<file path="src/rtl/i2c_seq_pkg.sv">
package i2c_seq_pkg;

   typedef enum logic [2:0] {
      BOP_NONE   = 3'd0,
      BOP_START  = 3'd1,
      BOP_RSTART = 3'd2,
      BOP_WRITE  = 3'd3,
      BOP_READ   = 3'd4,
      BOP_STOP   = 3'd5
   } bit_op_e;

   typedef enum logic [2:0] {
      RES_OK      = 3'd0,
      RES_NODEV   = 3'd1,
      RES_IOERR   = 3'd2,
      RES_ARBLOST = 3'd3,
      RES_INVALID = 3'd4,
      RES_BUSY    = 3'd5,
      RES_TIMEOUT = 3'd6
   } result_e;

   typedef enum logic [3:0] {
      S_IDLE,
      S_WAIT_IDLE,
      S_START,
      S_ADDR1,
      S_ADDR2,
      S_DSEL,
      S_WFETCH,
      S_WXFER,
      S_RXFER,
      S_RHAND,
      S_STOP,
      S_STOP_WAIT
   } seq_state_e;

   localparam logic [4:0] HDR10_TAG = 5'b11110;

endpackage

</file>
<file path="src/rtl/i2c_seq_addr.sv">
module i2c_seq_addr #(
   parameter bit ADDR10_EN = 1'b1
) (
   input  logic [9:0] addr,
   input  logic       ten,
   input  logic       rd,
   output logic [7:0] first_byte,
   output logic [7:0] second_byte,
   output logic       two_bytes
);
   import i2c_seq_pkg::*;

   logic [7:0] seven_byte;
   assign seven_byte = {addr[6:0], rd};

   generate
      if (ADDR10_EN) begin : g_ten
         always_comb begin
            if (ten) begin
               first_byte  = {HDR10_TAG, addr[9:8], rd};
               second_byte = addr[7:0];
               two_bytes   = ~rd;
            end else begin
               first_byte  = seven_byte;
               second_byte = 8'h00;
               two_bytes   = 1'b0;
            end
         end
      end else begin : g_seven
         logic unused_ten;
         assign unused_ten  = ten ^ (|addr[9:7]);
         assign first_byte  = seven_byte;
         assign second_byte = 8'h00;
         assign two_bytes   = 1'b0;
      end
   endgenerate

endmodule

</file>
<file path="src/rtl/i2c_seq_wait.sv">
module i2c_seq_wait #(
   parameter int LIMIT = 65535
) (
   input  logic clk,
   input  logic rst_n,
   input  logic run,
   input  logic busy,
   output logic expired
);
   localparam int CW = $clog2(LIMIT + 1);
   localparam logic [CW-1:0] LAST = CW'(LIMIT - 1);

   logic [CW-1:0] cnt;

   assign expired = run && busy && (cnt == LAST);

   always_ff @(posedge clk or negedge rst_n) begin
      if (!rst_n)                  cnt <= '0;
      else if (!run)               cnt <= '0;
      else if (busy && !expired)   cnt <= cnt + 1'b1;
   end

endmodule

</file>
<file path="src/rtl/i2c_txn_seq.sv">
module i2c_txn_seq #(
   parameter int LEN_W      = 8,
   parameter int IDLE_LIMIT = 65535,
   parameter int STOP_LIMIT = 65536,
   parameter bit ADDR10_EN  = 1'b1
) (
   input  logic             clk,
   input  logic             rst_n,
   input  logic             cmd_valid,
   output logic             cmd_ready,
   input  logic [9:0]       cmd_addr,
   input  logic             cmd_ten,
   input  logic             cmd_read,
   input  logic [LEN_W-1:0] cmd_len,
   input  logic             cmd_nostart,
   input  logic             cmd_nostop,
   input  logic             wr_valid,
   output logic             wr_ready,
   input  logic [7:0]       wr_data,
   output logic             rd_valid,
   input  logic             rd_ready,
   output logic [7:0]       rd_data,
   output logic             bit_req,
   output logic [2:0]       bit_op,
   output logic [7:0]       bit_wdata,
   output logic             bit_nack,
   input  logic             bit_done,
   input  logic [7:0]       bit_rdata,
   input  logic             bit_nack_rx,
   input  logic             bit_arb_lost,
   input  logic             bus_busy,
   output logic             sts_done,
   output logic [2:0]       sts_code,
   output logic             owns_bus
);
   import i2c_seq_pkg::*;

   localparam logic [LEN_W-1:0] ONE = LEN_W'(1);

   generate
      if (LEN_W < 1 || IDLE_LIMIT < 1 || STOP_LIMIT < 1) begin : g_bad_param
         $error("i2c_txn_seq: LEN_W and both wait limits must be at least 1");
      end
   endgenerate

   seq_state_e       st;
   logic             owned;
   logic             done_q;
   result_e          code_q;
   result_e          pend_q;
   logic [LEN_W-1:0] rem_q;
   logic [9:0]       addr_q;
   logic             ten_q;
   logic             rd_q;
   logic             nostop_q;
   logic             rstart_q;
   logic [7:0]       byte_q;
   logic [7:0]       rdat_q;

   logic [7:0] hdr1, hdr2;
   logic       hdr_two;
   logic       idle_exp, stop_exp;
   logic       fin_ok;

   i2c_seq_addr #(.ADDR10_EN(ADDR10_EN)) u_addr (
      .addr        (addr_q),
      .ten         (ten_q),
      .rd          (rd_q),
      .first_byte  (hdr1),
      .second_byte (hdr2),
      .two_bytes   (hdr_two)
   );

   i2c_seq_wait #(.LIMIT(IDLE_LIMIT)) u_idle_wait (
      .clk     (clk),
      .rst_n   (rst_n),
      .run     (st == S_WAIT_IDLE),
      .busy    (bus_busy),
      .expired (idle_exp)
   );

   i2c_seq_wait #(.LIMIT(STOP_LIMIT)) u_stop_wait (
      .clk     (clk),
      .rst_n   (rst_n),
      .run     (st == S_STOP_WAIT),
      .busy    (bus_busy),
      .expired (stop_exp)
   );

   always_comb begin
      bit_req   = 1'b0;
      bit_op    = BOP_NONE;
      bit_wdata = 8'h00;
      unique case (st)
         S_START: begin
            bit_req = 1'b1;
            bit_op  = rstart_q ? BOP_RSTART : BOP_START;
         end
         S_ADDR1: begin
            bit_req   = 1'b1;
            bit_op    = BOP_WRITE;
            bit_wdata = hdr1;
         end
         S_ADDR2: begin
            bit_req   = 1'b1;
            bit_op    = BOP_WRITE;
            bit_wdata = hdr2;
         end
         S_WXFER: begin
            bit_req   = 1'b1;
            bit_op    = BOP_WRITE;
            bit_wdata = byte_q;
         end
         S_RXFER: begin
            bit_req = 1'b1;
            bit_op  = BOP_READ;
         end
         S_STOP: begin
            bit_req = 1'b1;
            bit_op  = BOP_STOP;
         end
         default: ;
      endcase
   end

   assign bit_nack  = (st == S_RXFER) && (rem_q == ONE);
   assign cmd_ready = (st == S_IDLE);
   assign wr_ready  = (st == S_WFETCH);
   assign rd_valid  = (st == S_RHAND);
   assign rd_data   = rdat_q;
   assign sts_done  = done_q;
   assign sts_code  = code_q;
   assign owns_bus  = owned;
   assign fin_ok    = !bus_busy || stop_exp;

   always_ff @(posedge clk or negedge rst_n) begin
      if (!rst_n) begin
         st       <= S_IDLE;
         owned    <= 1'b0;
         done_q   <= 1'b0;
         code_q   <= RES_OK;
         pend_q   <= RES_OK;
         rem_q    <= '0;
         addr_q   <= '0;
         ten_q    <= 1'b0;
         rd_q     <= 1'b0;
         nostop_q <= 1'b0;
         rstart_q <= 1'b0;
         byte_q   <= 8'h00;
         rdat_q   <= 8'h00;
      end else if (bit_req && bit_done && bit_arb_lost) begin
         st     <= S_IDLE;
         owned  <= 1'b0;
         done_q <= 1'b1;
         code_q <= RES_ARBLOST;
      end else begin
         unique case (st)
            S_IDLE: begin
               if (cmd_valid) begin
                  addr_q   <= cmd_addr;
                  ten_q    <= cmd_ten;
                  rd_q     <= cmd_read;
                  rem_q    <= cmd_len;
                  nostop_q <= cmd_nostop;
                  rstart_q <= owned;
                  pend_q   <= RES_OK;
                  if (cmd_ten && !ADDR10_EN) begin
                     done_q <= 1'b1;
                     code_q <= RES_INVALID;
                  end else if (cmd_nostart) begin
                     done_q <= 1'b0;
                     st     <= S_DSEL;
                  end else if (owned) begin
                     done_q <= 1'b0;
                     st     <= S_START;
                  end else if (cmd_ten && cmd_read) begin
                     done_q <= 1'b1;
                     code_q <= RES_INVALID;
                  end else begin
                     done_q <= 1'b0;
                     st     <= S_WAIT_IDLE;
                  end
               end
            end
            S_WAIT_IDLE: begin
               if (!bus_busy) begin
                  st <= S_START;
               end else if (idle_exp) begin
                  st     <= S_IDLE;
                  done_q <= 1'b1;
                  code_q <= RES_BUSY;
               end
            end
            S_START: begin
               if (bit_done) begin
                  owned <= 1'b1;
                  st    <= S_ADDR1;
               end
            end
            S_ADDR1, S_ADDR2: begin
               if (bit_done) begin
                  if (bit_nack_rx) begin
                     pend_q <= RES_NODEV;
                     st     <= S_STOP;
                  end else if (st == S_ADDR1 && hdr_two) begin
                     st <= S_ADDR2;
                  end else begin
                     st <= S_DSEL;
                  end
               end
            end
            S_DSEL: begin
               if (rem_q == '0) begin
                  if (nostop_q) begin
                     st     <= S_IDLE;
                     done_q <= 1'b1;
                     code_q <= RES_OK;
                  end else begin
                     st <= S_STOP;
                  end
               end else if (rd_q) begin
                  st <= S_RXFER;
               end else begin
                  st <= S_WFETCH;
               end
            end
            S_WFETCH: begin
               if (wr_valid) begin
                  byte_q <= wr_data;
                  st     <= S_WXFER;
               end
            end
            S_WXFER: begin
               if (bit_done) begin
                  if (bit_nack_rx && rem_q != ONE) begin
                     pend_q <= RES_IOERR;
                     st     <= S_STOP;
                  end else begin
                     rem_q <= rem_q - ONE;
                     st    <= S_DSEL;
                  end
               end
            end
            S_RXFER: begin
               if (bit_done) begin
                  rdat_q <= bit_rdata;
                  st     <= S_RHAND;
               end
            end
            S_RHAND: begin
               if (rd_ready) begin
                  rem_q <= rem_q - ONE;
                  st    <= S_DSEL;
               end
            end
            S_STOP: begin
               if (bit_done) st <= S_STOP_WAIT;
            end
            S_STOP_WAIT: begin
               if (fin_ok) begin
                  st     <= S_IDLE;
                  owned  <= 1'b0;
                  done_q <= 1'b1;
                  if (pend_q != RES_OK)  code_q <= pend_q;
                  else if (bus_busy)     code_q <= RES_TIMEOUT;
                  else                   code_q <= RES_OK;
               end
            end
            default: st <= S_IDLE;
         endcase
      end
   end

endmodule

</file>
<file path="config.mk">
export PLATFORM = sky130hd
export DESIGN_NAME = i2c_txn_seq
export DESIGN_NICKNAME = d
export VERILOG_FILES = /design/src/rtl/i2c_seq_pkg.sv /design/src/rtl/i2c_seq_addr.sv /design/src/rtl/i2c_seq_wait.sv /design/src/rtl/i2c_txn_seq.sv
export SDC_FILE = /design/constraint.sdc
export NUM_CORES = 1
export LEC_CHECK = 0
export CORE_AREA = 2 2 104 106
export CTS_CLUSTER_SIZE = 40
export DETAILED_ROUTE_END_ITERATION = 6
export DIE_AREA = 0 0 106 108
export PLACE_DENSITY = 0.77
export SYNTH_ARGS = -nofsm -noshare
export SYNTH_HDL_FRONTEND = slang
export SYNTH_SLANG_ARGS = --single-unit
</file>
<file path="constraint.sdc">
create_clock -name clk -period 2.9 [get_ports clk]
set_clock_uncertainty 0.15 [all_clocks]
set_input_delay 0.435 -clock clk [delete_from_list [all_inputs] [get_ports clk]]
set_output_delay 0.435 -clock clk [all_outputs]
set_load 0.02 [all_outputs]
</file>
==> impl_metrics.ini <==
[synth]
synth_nets = 575
ys.flop_type = dfrtp_1
async_flop_share_pct = 100
synth_area_leaders = dfrtp_1 41%, mux2_2 5.6%, o21ai_0 3.3%
synth_area_leader_cell = dfrtp_1
synthMostInstantiatedCell = dfrtp_1
synth-edff-count = 0
yosys_warnings = 0
synth_seq_cells = 82
syn_area_um2 = 4990
synth_seq_area_share_pct = 41.1
synth.distinct_cells = 82
avgSynthCellArea_um2 = 9.59
yosys.area.top_type_share_pct = 41.1
ys_top_cells_by_count = 82 x dfrtp_1, 41 x nor2_1, 38 x nand2_1, 33 x o21ai_0, 32 x a21oi_1
netlist_instances = 521

[worst_setup_path]
critPathTopFamily = simple AND/OR/NAND/NOR gates
crit_type = register to register
cpPeakStageDelay_ns = 0.54
slowest_stage = or4_4
crit_required_ns = 3.01
start_kind = register
arrival_ns = 2.88
end_kind = register
worst-path-buf-inv = 0
cp_cell_sequence = and4_4, and3_4, nand3_1, nor3_2, ha_1, nand2b_1, o32ai_1, or4_4, o21bai_1, a22o_1
critPathMaxFanout = 6

[die]
pin_count = 76
die_y_um = 108
dieArea_um2 = 11400
fp.coreArea_um2 = 10200
rows = 37
start_util_pct = 48.8
die_width_um = 106

[timing]
slew_viol_final = 0
tns_ns = 0
tightest_slew_ns = 0.676
slew_headroom_pct = 55.0
rsz0062_at_grt = false
period_needed_ns = 2.78
setup_violations = 0
hold_violations = 0
fin_crit_sh_pct = 95.7
fmax_mhz = 360

[global_routing]
grt-ovfl-total = 0
antenna_found_initial = 0
grt_max_degree = 46
grtUsageTotal_pct = 23.2
grt_pass1_wl_um = 21300
grt_pass1_vias = 4447

[detailed_routing]
drc = 0
detail_route.wl_per_cell_um = 16.9
drtAntennaViolNets = 0
vias = 4407
drt-vias-per-instance = 5.96
wl_um = 12500
drtIter0Drc = 235
drt_first_pass_iters = 5

[final_layout]
antenna_cells = 0
drive_gt1_share_pct = 16.4
final_nets = 653
syn_to_final_growth_pct = 23.2
fin_util_pct = 60.2
nFillCells = 893
multiInputGateArea_um2 = 2760
seqCellArea_um2 = 2060

[clock_network]
htreeDepth = 3
clkSinkCount = 82
post_cts_buffers = 0
cts_max_path_buffers = 2
root_buffer = clkbuf_8
cts_buffers = 9
cts.clk_slew.worst_paths_ns = 0.09
clk_latency_ns = 0.36
tritoncts = done

[pwr]
pwr_density_cell_nw_per_um2 = 820
ir_worst_vdd_mv = 0.401
leakagePower_nw = 2.53

[min_path]
min-delay-path-class = register to register

[run_status]
outcome = completed

[placed_design]
dp_hpwl_um = 9180
portBuffers = 75
place.gp.congestion = 0.903

[job]
cap_viol_max_count = 0
==> flip-flops by register name, indices dropped and copies added (netlist names), 3 cells and up <==
register         count
u_stop_wait.cnt     17
u_idle_wait.cnt     16
addr_q              10
byte_q               8
rd_data              8
rem_q                8
st                   4
sts_code             3
==> placed cells by master, fill, tap and decap left out, types with 4 or more instances in the layout <==
| cell | count |
|---|---|
| a2111oi_2 | 4 |
| a211oi_1 | 6 |
| a21oi_1 | 32 |
| a2bb2oi_1 | 8 |
| a31oi_1 | 5 |
| a41o_1 | 5 |
| and3_1 | 5 |
| buf_4 | 18 |
| clkbuf_8 | 9 |
| clkdlybuf4s50_1 | 61 |
| dfrtp_1 | 79 |
| dlygate4sd2_1 | 10 |
| ha_1 | 7 |
| inv_1 | 15 |
| mux2_1 | 9 |
| mux2_2 | 25 |
| nand2_1 | 38 |
| nand2b_1 | 4 |
| nand3_1 | 18 |
| nand3b_1 | 4 |
| nand4_1 | 8 |
| nor2_1 | 41 |
| nor2b_1 | 6 |
| nor3_1 | 15 |
| nor4_1 | 5 |
| o21ai_0 | 33 |
| o21ai_1 | 7 |
| or3_1 | 8 |
| xnor2_1 | 16 |
| xor2_1 | 6 |
==> final timing paths <==
check / startpoint / to / slack (ns) / cells after the start
setup / recovery: u_stop_wait.cnt[8] / st[3] / 0.12 / 10
hold / removal: addr_q[8] / addr_q[8] / 0.35 / 1
setup reg to reg: u_stop_wait.cnt[8] / st[3] / 0.12 / 10
hold reg to reg: addr_q[8] / addr_q[8] / 0.35 / 1
max in group asynchronous: rst_n / u_stop_wait.cnt[14] / 1.56 / 3
min in group asynchronous: rst_n / addr_q[3] / 0.42 / 2
==> cell type report <==
| cell class | instances | share of cell area, % |
|---|---|---|
| multi-input combinational | 394 | 44.9 |
| clock buffer | 9 | 2.01 |
| timing repair buffer | 96 | 15.0 |
| tap | 136 | 2.76 |
| sequential | 82 | 33.4 |
| clock inverter | 7 | 0.976 |
| inverter | 16 | 0.976 |
==> routing by layer <==
layer,GRT usage [%],up-vias,share of wire (%)
li1,-,2094,-
met1,29.7,2174,44
met2,39.8,125,50
met3,4.88,14,5.0
met4,6.67,0,1.1
met5,0,-,0
==> where the power goes <==
part,internal (mW),switching (mW)
logic,1.14,1.32
clock network,0.328,0.467
registers,1.47,0.321
==> kinds of logic (layout without fill, tap and decap cells) <==
| kind of cell | after synthesis | after routing | synth area share (%) |
|---|---|---|---|
| multiplexers | 34 | 34 | 7.67 |
| XOR/XNOR | 22 | 22 | 3.86 |
| adder cells (fa/ha/maj) | 7 | 7 | 1.75 |
| AND/OR/NAND/NOR | 188 | 188 | 21.2 |
| buffers and inverters | 45 | 128 | 4.08 |
| flip-flops | 82 | 82 | 41.1 |
| AO/OA/AOI/OAI | 143 | 143 | 20.3 |
==> stage by stage <==
step	power (mW)	std cells	hold WS [ns]	cell area (um2)	worst slack (ns)
2_1_floorplan	3.43	521	-0.0106	4990	0.108
3_3_place_gp	4.18	723	0.284	5930	0.139
3_5_place_dp	4.27	723	0.295	5930	0.0551
4_1_cts	5.04	740	0.358	6120	0.00648
5_1_grt	5.39	740	0.383	6160	0.00995
6_report	5.05	740	0.354	6160	0.123
==> timing repair <==
action	CTS	global route
hold buffers	1	0
resized for setup	14	10
pin swaps	0	1
endpoints found under the hold margin	37	0
endpoints found under the setup margin	11	12
No activity file was read; power rests on OpenSTA's default activity.
